## config.mk

```make
export PLATFORM = sky130hd
export DESIGN_NAME = strided_seq
export DESIGN_NICKNAME = d
export VERILOG_FILES = /design/src/rtl/sseq_pkg.sv /design/src/rtl/sseq_imem.sv /design/src/rtl/sseq_agen.sv /design/src/rtl/sseq_ctrl.sv /design/src/rtl/strided_seq.sv
export SDC_FILE = /design/constraint.sdc
export NUM_CORES = 2
export LEC_CHECK = 0
export BUFFER_PORTS_ARGS = -buffer_cell sky130_fd_sc_hd__buf_2
export CORE_MARGIN = 2
export CORE_UTILIZATION = 30
export DETAILED_ROUTE_END_ITERATION = 6
export GPL_TIMING_DRIVEN = 0
export SETUP_SLACK_MARGIN = 0.15
export SLEW_MARGIN = 20
export SYNTH_ARGS = -nofsm -noshare
export SYNTH_HDL_FRONTEND = slang
export SYNTH_SLANG_ARGS = --single-unit
```

## constraint.sdc

```tcl
create_clock -name clk -period 9.5 [get_ports clk]
set_clock_uncertainty 0.15 [all_clocks]
set_input_delay 0 -clock clk [delete_from_list [all_inputs] [get_ports clk]]
set_output_delay 0 -clock clk [all_outputs]
set_load 0.01 [all_outputs]
```

## src/rtl/sseq_pkg.sv

```systemverilog
package sseq_pkg;
   typedef enum logic [1:0] {
      ST_IDLE  = 2'd0,
      ST_FETCH = 2'd1,
      ST_RUN   = 2'd2
   } sseq_state_e;

   localparam int unsigned NUM_WALKERS = 3;
endpackage

```

## src/rtl/sseq_imem.sv

```systemverilog
module sseq_imem #(
   parameter int unsigned DEPTH = 32,
   parameter int unsigned IW    = 105,
   localparam int unsigned PCW  = $clog2(DEPTH)
) (
   input  logic           clk,
   input  logic           we,
   input  logic [PCW-1:0] waddr,
   input  logic [IW-1:0]  wdata,
   input  logic [PCW-1:0] raddr,
   output logic [IW-1:0]  rdata
);
   logic [IW-1:0] mem_q [DEPTH];

   always_ff @(posedge clk) begin
      if (we) mem_q[waddr] <= wdata;
   end

   assign rdata = mem_q[raddr];
endmodule

```

## src/rtl/sseq_agen.sv

```systemverilog
module sseq_agen #(
   parameter int unsigned AW    = 9,
   parameter int unsigned SUB_W = 4
) (
   input  logic             clk,
   input  logic             rst_n,
   input  logic             load,
   input  logic [AW-1:0]    base,
   input  logic [AW-1:0]    step,
   input  logic [AW-1:0]    skip,
   input  logic [SUB_W-1:0] grp_m1,
   input  logic             adv,
   output logic [AW-1:0]    addr
);
   logic [AW-1:0]    addr_q, step_q, skip_q;
   logic [SUB_W-1:0] cnt_q, len_q;
   logic             grp_end;

   assign grp_end = (cnt_q == len_q);

   always_ff @(posedge clk) begin
      if (!rst_n) begin
         addr_q <= '0;
         step_q <= '0;
         skip_q <= '0;
         cnt_q  <= '0;
         len_q  <= '0;
      end else if (load) begin
         addr_q <= base;
         step_q <= step;
         skip_q <= skip;
         len_q  <= grp_m1;
         cnt_q  <= '0;
      end else if (adv) begin
         if (grp_end) begin
            addr_q <= addr_q + skip_q;
            cnt_q  <= '0;
         end else begin
            addr_q <= addr_q + step_q;
            cnt_q  <= cnt_q + 1'b1;
         end
      end
   end

   assign addr = addr_q;

   assert_first_is_base_R3: assert property (@(posedge clk) disable iff (!rst_n)
      load |=> (addr == $past(base)));

   assert_group_bound_R4: assert property (@(posedge clk) disable iff (!rst_n)
      cnt_q <= len_q);
endmodule

```

## src/rtl/sseq_ctrl.sv

```systemverilog
module sseq_ctrl
   import sseq_pkg::*;
#(
   parameter int unsigned DEPTH = 32,
   parameter int unsigned CNT_W = 8,
   parameter int unsigned OP_W  = 4,
   localparam int unsigned PCW  = $clog2(DEPTH),
   localparam int unsigned TW   = CNT_W + 1
) (
   input  logic             clk,
   input  logic             rst_n,
   input  logic             start,
   input  logic [OP_W-1:0]  op_in,
   input  logic [CNT_W-1:0] rep_in,
   output logic [PCW-1:0]   pc,
   output logic             load,
   output logic             busy,
   output logic             rd_en,
   output logic             ex_en,
   output logic             wr_en,
   output logic [OP_W-1:0]  ex_op
);
   sseq_state_e      st_q;
   logic [PCW-1:0]   pc_q;
   logic [OP_W-1:0]  op_q;
   logic [CNT_W-1:0] rep_q, k_q;
   logic [1:0]       ph_q;
   logic [TW-1:0]    t_q, rep_x;
   logic             pipe, running, last, do_fetch, fetch_ok;
   logic             s_rd, s_ex, s_wr, p_rd, p_ex, p_wr;

   assign running  = (st_q == ST_RUN);
   assign pipe     = op_q[OP_W-1];
   assign rep_x    = {1'b0, rep_q};

   assign s_rd = (ph_q == 2'd0);
   assign s_ex = (ph_q == 2'd1);
   assign s_wr = (ph_q == 2'd2);
   assign p_rd = (t_q <= rep_x);
   assign p_ex = (t_q != '0) && (t_q <= rep_x + TW'(1));
   assign p_wr = (t_q >= TW'(2));

   assign last     = running && (pipe ? (t_q == rep_x + TW'(2))
                                      : (s_wr && (k_q == rep_q)));
   assign do_fetch = (st_q == ST_FETCH) || last;
   assign fetch_ok = (op_in != '0);
   assign load     = do_fetch && fetch_ok;

   assign rd_en = running && (pipe ? p_rd : s_rd);
   assign ex_en = running && (pipe ? p_ex : s_ex);
   assign wr_en = running && (pipe ? p_wr : s_wr);
   assign ex_op = ex_en ? op_q : '0;
   assign busy  = (st_q != ST_IDLE);
   assign pc    = pc_q;

   always_ff @(posedge clk) begin
      if (!rst_n) begin
         st_q  <= ST_IDLE;
         pc_q  <= '0;
         op_q  <= '0;
         rep_q <= '0;
         k_q   <= '0;
         ph_q  <= '0;
         t_q   <= '0;
      end else if (st_q == ST_IDLE) begin
         if (start) begin
            st_q <= ST_FETCH;
            pc_q <= '0;
         end
      end else if (do_fetch) begin
         if (fetch_ok) begin
            st_q  <= ST_RUN;
            op_q  <= op_in;
            rep_q <= rep_in;
            pc_q  <= pc_q + 1'b1;
            k_q   <= '0;
            ph_q  <= '0;
            t_q   <= '0;
         end else begin
            st_q <= ST_IDLE;
         end
      end else if (pipe) begin
         t_q <= t_q + 1'b1;
      end else if (s_wr) begin
         ph_q <= '0;
         k_q  <= k_q + 1'b1;
      end else begin
         ph_q <= ph_q + 1'b1;
      end
   end

   assert_read_then_exec_R7: assert property (@(posedge clk) disable iff (!rst_n)
      rd_en |=> ex_en);

   assert_exec_then_write_R8: assert property (@(posedge clk) disable iff (!rst_n)
      ex_en |=> wr_en);

   assert_repeat_bound_R6: assert property (@(posedge clk) disable iff (!rst_n)
      running |-> (k_q <= rep_q));

   assert_prefetch_R9: assert property (@(posedge clk) disable iff (!rst_n)
      (last && fetch_ok) |=> (rd_en && busy));

   assert_halt_R10: assert property (@(posedge clk) disable iff (!rst_n)
      (do_fetch && !fetch_ok) |=> !busy);
endmodule

```

## src/rtl/strided_seq.sv

```systemverilog
module strided_seq
   import sseq_pkg::*;
#(
   parameter int unsigned AW    = 9,
   parameter int unsigned SUB_W = 4,
   parameter int unsigned CNT_W = 8,
   parameter int unsigned OP_W  = 4,
   parameter int unsigned DEPTH = 32,
   localparam int unsigned PCW  = $clog2(DEPTH),
   localparam int unsigned GW   = 3 * AW + SUB_W,
   localparam int unsigned IW   = OP_W + CNT_W + NUM_WALKERS * GW
) (
   input  logic            clk,
   input  logic            rst_n,
   input  logic            start,
   input  logic            prog_we,
   input  logic [PCW-1:0]  prog_addr,
   input  logic [IW-1:0]   prog_wdata,
   output logic            busy,
   output logic            rd_en,
   output logic [AW-1:0]   rd_addr_a,
   output logic [AW-1:0]   rd_addr_b,
   output logic            ex_en,
   output logic [OP_W-1:0] ex_op,
   output logic            wr_en,
   output logic [AW-1:0]   wr_addr
);
   if (DEPTH != (1 << PCW)) begin : g_chk_depth
      $error("DEPTH must be a power of two");
   end
   if (OP_W < 2) begin : g_chk_op
      $error("OP_W must be at least 2");
   end
   if (SUB_W > AW) begin : g_chk_sub
      $error("SUB_W must not exceed AW");
   end

   logic [PCW-1:0] pc;
   logic [IW-1:0]  iw;
   logic           load;
   logic [AW-1:0]  w_addr [NUM_WALKERS];
   logic           w_adv  [NUM_WALKERS];

   sseq_imem #(.DEPTH(DEPTH), .IW(IW)) u_imem (
      .clk   (clk),
      .we    (prog_we),
      .waddr (prog_addr),
      .wdata (prog_wdata),
      .raddr (pc),
      .rdata (iw)
   );

   sseq_ctrl #(.DEPTH(DEPTH), .CNT_W(CNT_W), .OP_W(OP_W)) u_ctrl (
      .clk    (clk),
      .rst_n  (rst_n),
      .start  (start),
      .op_in  (iw[IW-1 -: OP_W]),
      .rep_in (iw[IW-OP_W-1 -: CNT_W]),
      .pc     (pc),
      .load   (load),
      .busy   (busy),
      .rd_en  (rd_en),
      .ex_en  (ex_en),
      .wr_en  (wr_en),
      .ex_op  (ex_op)
   );

   for (genvar g = 0; g < NUM_WALKERS; g++) begin : g_walker
      localparam int unsigned OFS = (NUM_WALKERS - 1 - g) * GW;
      assign w_adv[g] = (g == NUM_WALKERS - 1) ? wr_en : rd_en;

      sseq_agen #(.AW(AW), .SUB_W(SUB_W)) u_agen (
         .clk    (clk),
         .rst_n  (rst_n),
         .load   (load),
         .base   (iw[OFS + GW - 1 -: AW]),
         .step   (iw[OFS + GW - AW - 1 -: AW]),
         .skip   (iw[OFS + SUB_W + AW - 1 -: AW]),
         .grp_m1 (iw[OFS + SUB_W - 1 -: SUB_W]),
         .adv    (w_adv[g]),
         .addr   (w_addr[g])
      );
   end

   assign rd_addr_a = w_addr[0];
   assign rd_addr_b = w_addr[1];
   assign wr_addr   = w_addr[2];

   assert_idle_quiet_R2: assert property (@(posedge clk) disable iff (!rst_n)
      !busy |-> (!rd_en && !ex_en && !wr_en && ex_op == '0));

   assert_op_match_R12: assert property (@(posedge clk) disable iff (!rst_n)
      ex_en |-> (ex_op != '0));
endmodule

```

==> flow_metrics.py <==
metrics = {
    "cts": {
        "clock-sinks": 3508,
        "cts_tree": "built",
        "clk_pin_slew_ns": 0.07,
        "htreeDepth": 5,
        "cts_hold_buf": 177,
        "insertion_delay_ns": 0.94,
        "cts_buffers": 361,
        "cts_root_buf": "clkbuf_16",
        "ctsResizeCount": 0,
        "cts_buffer_depth": 4,
        "post_cts_buffers": 0,
    },
    "synth": {
        "syn-instance-count": 5799,
        "ys.warnings.count": 0,
        "synth_cell_type_count": 70,
        "ys_seq_area_share_pct": 76.7,
        "syn-num-nets": 5967,
        "ys.flop_type": "edfxtp_1",
        "synth-edff-count": 3360,
        "synth-async-reset-ratio_pct": 0,
        "ys_ff_latch": 3508,
        "syn_area_per_cell_sq_um": 23.3,
        "netlist_area_sq_um": 135000,
    },
    "power_and_ir_drop": {
        "pwr_density_cell_nw_per_um2": 204,
        "power.share.clock_pct": 41.8,
        "p_leak_nw": 49.3,
        "total_power_w": 0.0332,
        "p_sw_w": 0.00727,
        "internal-power_w": 0.0260,
        "pwr-share-seq_pct": 52.0,
        "p_sw_share_pct": 21.9,
        "ir_drop_v": 0.000182,
        "combPwrFrac_pct": 6.2,
    },
    "floorplanning": {
        "coreArea_sq_um": 449000,
        "die_w_um": 676,
        "ioPinCount": 149,
        "die_area_sq_um": 457000,
        "fp.dieH_um": 676,
        "start_util_pct": 30.1,
        "rows": 246,
    },
    "detailed_routing": {
        "dr.pass1.iters": 5,
        "drtAntennaViolNets": 0,
        "num_vias": 66300,
        "drt_iter0_markers": 8132,
        "drt_wl_total_um": 372000,
        "drc": 0,
        "viasPerCell": 5.10,
        "wl_per_cell_um": 28.5,
    },
    "global_routing": {
        "antenna_found_initial": 50,
        "grt_pass1_vias": 66700,
        "overflow": 0,
        "grtUsageTotal_pct": 15.9,
        "grt_pass1_wl_um": 519000,
        "grt_max_degree": 33,
    },
    "setup_path": {
        "crit_path_end_kind": "flip-flop",
        "timing.rr.end": "g_walker[2].u_agen.addr[8]",
        "worstRegToRegCells": 15,
        "critPathArrivalTime_ns": 5.72,
        "rrSetupSlack_ns": 4.44,
        "r2r_start": "g_walker[2].u_agen.cnt_q[0]",
        "crit_fanout": 10,
        "path_class": "flip-flop to flip-flop",
        "crit_path_start_kind": "flip-flop",
        "cp.required_ns": 10.16,
    },
    "job": {
        "cap_violations": 0,
    },
    "layout": {
        "regArea_sq_um": 104000,
        "fill_cells": 40200,
        "layout_common_cells": "edfxtp_1 (3360), mux4_2 (1023), clkbuf_16 (365)",
        "finish.utilization_pct": 36.3,
        "nets": 6900,
        "final_common_cell": "edfxtp_1",
        "area_growth_pct": 20.3,
        "multiInputGateArea_sq_um": 30300,
        "drive_gt1_share_pct": 31.7,
    },
    "timing": {
        "hold_viol_final": 0,
        "fin_crit_ns": 5.06,
        "fmaxAchievable_mhz": 198,
        "drv_slew": 0,
        "setup_violations": 0,
        "fin_crit_sh_pct": 53.2,
        "slew_headroom_pct": 22.2,
        "grt_setup_unrepaired": "false",
        "tightest_slew_ns": 1.17,
    },
    "placed_design": {
        "hpwl_um": 251000,
        "gp_congestion": 0.811,
        "port_buffers": 147,
    },
    "hold_path": {
        "min_path_type": "input pin to flip-flop",
        "hold_depth": 2,
        "whs_endpoint": "u_imem.mem_q[23][8]",
        "holdCritStartpoint": "prog_wdata[8]",
    },
    "run_status": {
        "status": "finished, final reports clean",
    },
}
-- Yosys cell counts, drive strengths merged, types with 5 or more instances --
library cell | n | area (sq um)
and3 | 10 | 62.6
clkbuf | 208 | 781
nor3b | 5 | 47.5
nor2b | 16 | 100
edfxtp | 3360 | 101000
nand3b | 7 | 52.6
a211oi | 125 | 1330
mux2i | 143 | 1430
nand2 | 41 | 154
nand4 | 7 | 43.8
dfxtp | 148 | 2960
nand2b | 8 | 50.1
o21a | 9 | 67.6
a22o | 6 | 52.6
a21oi | 53 | 269
inv | 36 | 135
mux2 | 29 | 327
mux4 | 1023 | 23000
nor3 | 18 | 90.1
ha | 51 | 638
xor2 | 21 | 184
xnor2 | 32 | 280
a21o | 5 | 37.5
a22oi | 12 | 90.1
nand3 | 30 | 155
or3 | 8 | 50.1
a31oi | 7 | 43.8
o21ai | 23 | 115
nor4 | 7 | 43.8
buf | 103 | 569
o211ai | 8 | 60.1
nor2 | 182 | 699
and2 | 5 | 31.3
-- state kept, by name, summed over array words and instances, names as in the netlist, named ones only --
name                    flops
g_walker.u_agen.addr       27
u_ctrl.k_q                  8
g_walker.u_agen.skip_q     27
g_walker.u_agen.cnt_q      12
g_walker.u_agen.len_q      12
u_ctrl.ph_q                 2
u_ctrl.t_q                  9
g_walker.u_agen.step_q     27
u_ctrl.st_q                 2
u_ctrl.pc                   5
u_ctrl.rep_q                8
u_ctrl.op_q                 4
u_imem.mem_q             3360
-- power groups by stage --
stage	sequential [W]	combinational, W	clock [W]
3_5_place_dp	0.0176	0.00200	0
3_3_place_gp	0.0176	0.00189	0
2_1_floorplan	0.0176	0.00115	0
6_report	0.0173	0.00207	0.0139
5_1_grt	0.0173	0.00220	0.0147
4_1_cts	0.0173	0.00209	0.0141
-- per-layer routing --
layer | wire (um) | GRT usage (%) | share of wire, % | vias up
met5 | 87 | 0 | 0.023 | -
met4 | 10700 | 4.45 | 2.9 | 14
met3 | 29100 | 3.12 | 7.8 | 535
met2 | 182000 | 26.5 | 49 | 2946
met1 | 149000 | 21.3 | 40 | 36100
li1 | - | - | - | 26800
-- per-stage QoR --
step                area [sq um]  hold slack [ns]  setup WS, ns  std cells  TNS (ns)
floorplan                 135000          -0.0511          3.75       5799         0
detailed placement        149000            0.328          4.62      12100         0
global route              163000           0.0326          4.24      13000         0
finish                    163000           0.0277          4.44      13000         0
global placement          144000            0.323         -3.61      11900  -9614.76
CTS                       163000        0.0000924          4.57      13000         0
-- area by class of cell --
class | count | share of cell area, %
well taps | 5952 | 4.57
flip-flops and latches | 3508 | 63.8
clock buffers | 456 | 5.91
inverters | 36 | 0.0830
multi-input cells | 1944 | 18.6
plain buffers | 311 | 0.880
diodes | 33 | 0.0507
clock inverters | 209 | 1.25
repair buffers | 570 | 4.89
-- worst max-delay path, stage by stage, from the launching register on --
cell      delay (ns)
dfxtp_1         0.37
xor2_1          0.18
nor4_1          0.64
clkbuf_1        0.61
mux2_2          0.46
ha_1            0.25
inv_1           0.10
fa_1            0.19
nor2b_1         0.06
o21ai_0         0.25
a21oi_1         0.14
o41ai_1         0.83
xnor2_1         0.17
nor2_1          0.27
xnor2_1         0.17
a21oi_1         0.09
-- worst max-delay path by stage --
stage	from	endpoint
2_1_floorplan	prog_addr[0]	u_imem.mem_q[12][0]
3_3_place_gp	prog_addr[4]	u_imem.mem_q[11][58]
5_1_grt	g_walker[2].u_agen.len_q[0]	g_walker[2].u_agen.addr[8]
4_1_cts	g_walker[2].u_agen.len_q[0]	g_walker[2].u_agen.addr[8]
3_5_place_dp	flip-flop	g_walker[0].u_agen.addr[4]
6_report	g_walker[2].u_agen.cnt_q[0]	g_walker[2].u_agen.addr[8]
-- cell families after synthesis --
logic type	Yosys count	share of synthesized area (%)
and+or+nand+nor	357	1.24
adders and majority gates	54	0.516
muxes	1195	18.3
AOI/OAI and AO/OA	285	1.76
DFF	3508	76.7
buffers and inverters	347	1.10
xor gates and xnor gates	53	0.343
No activity file was read; power rests on OpenSTA's default activity.
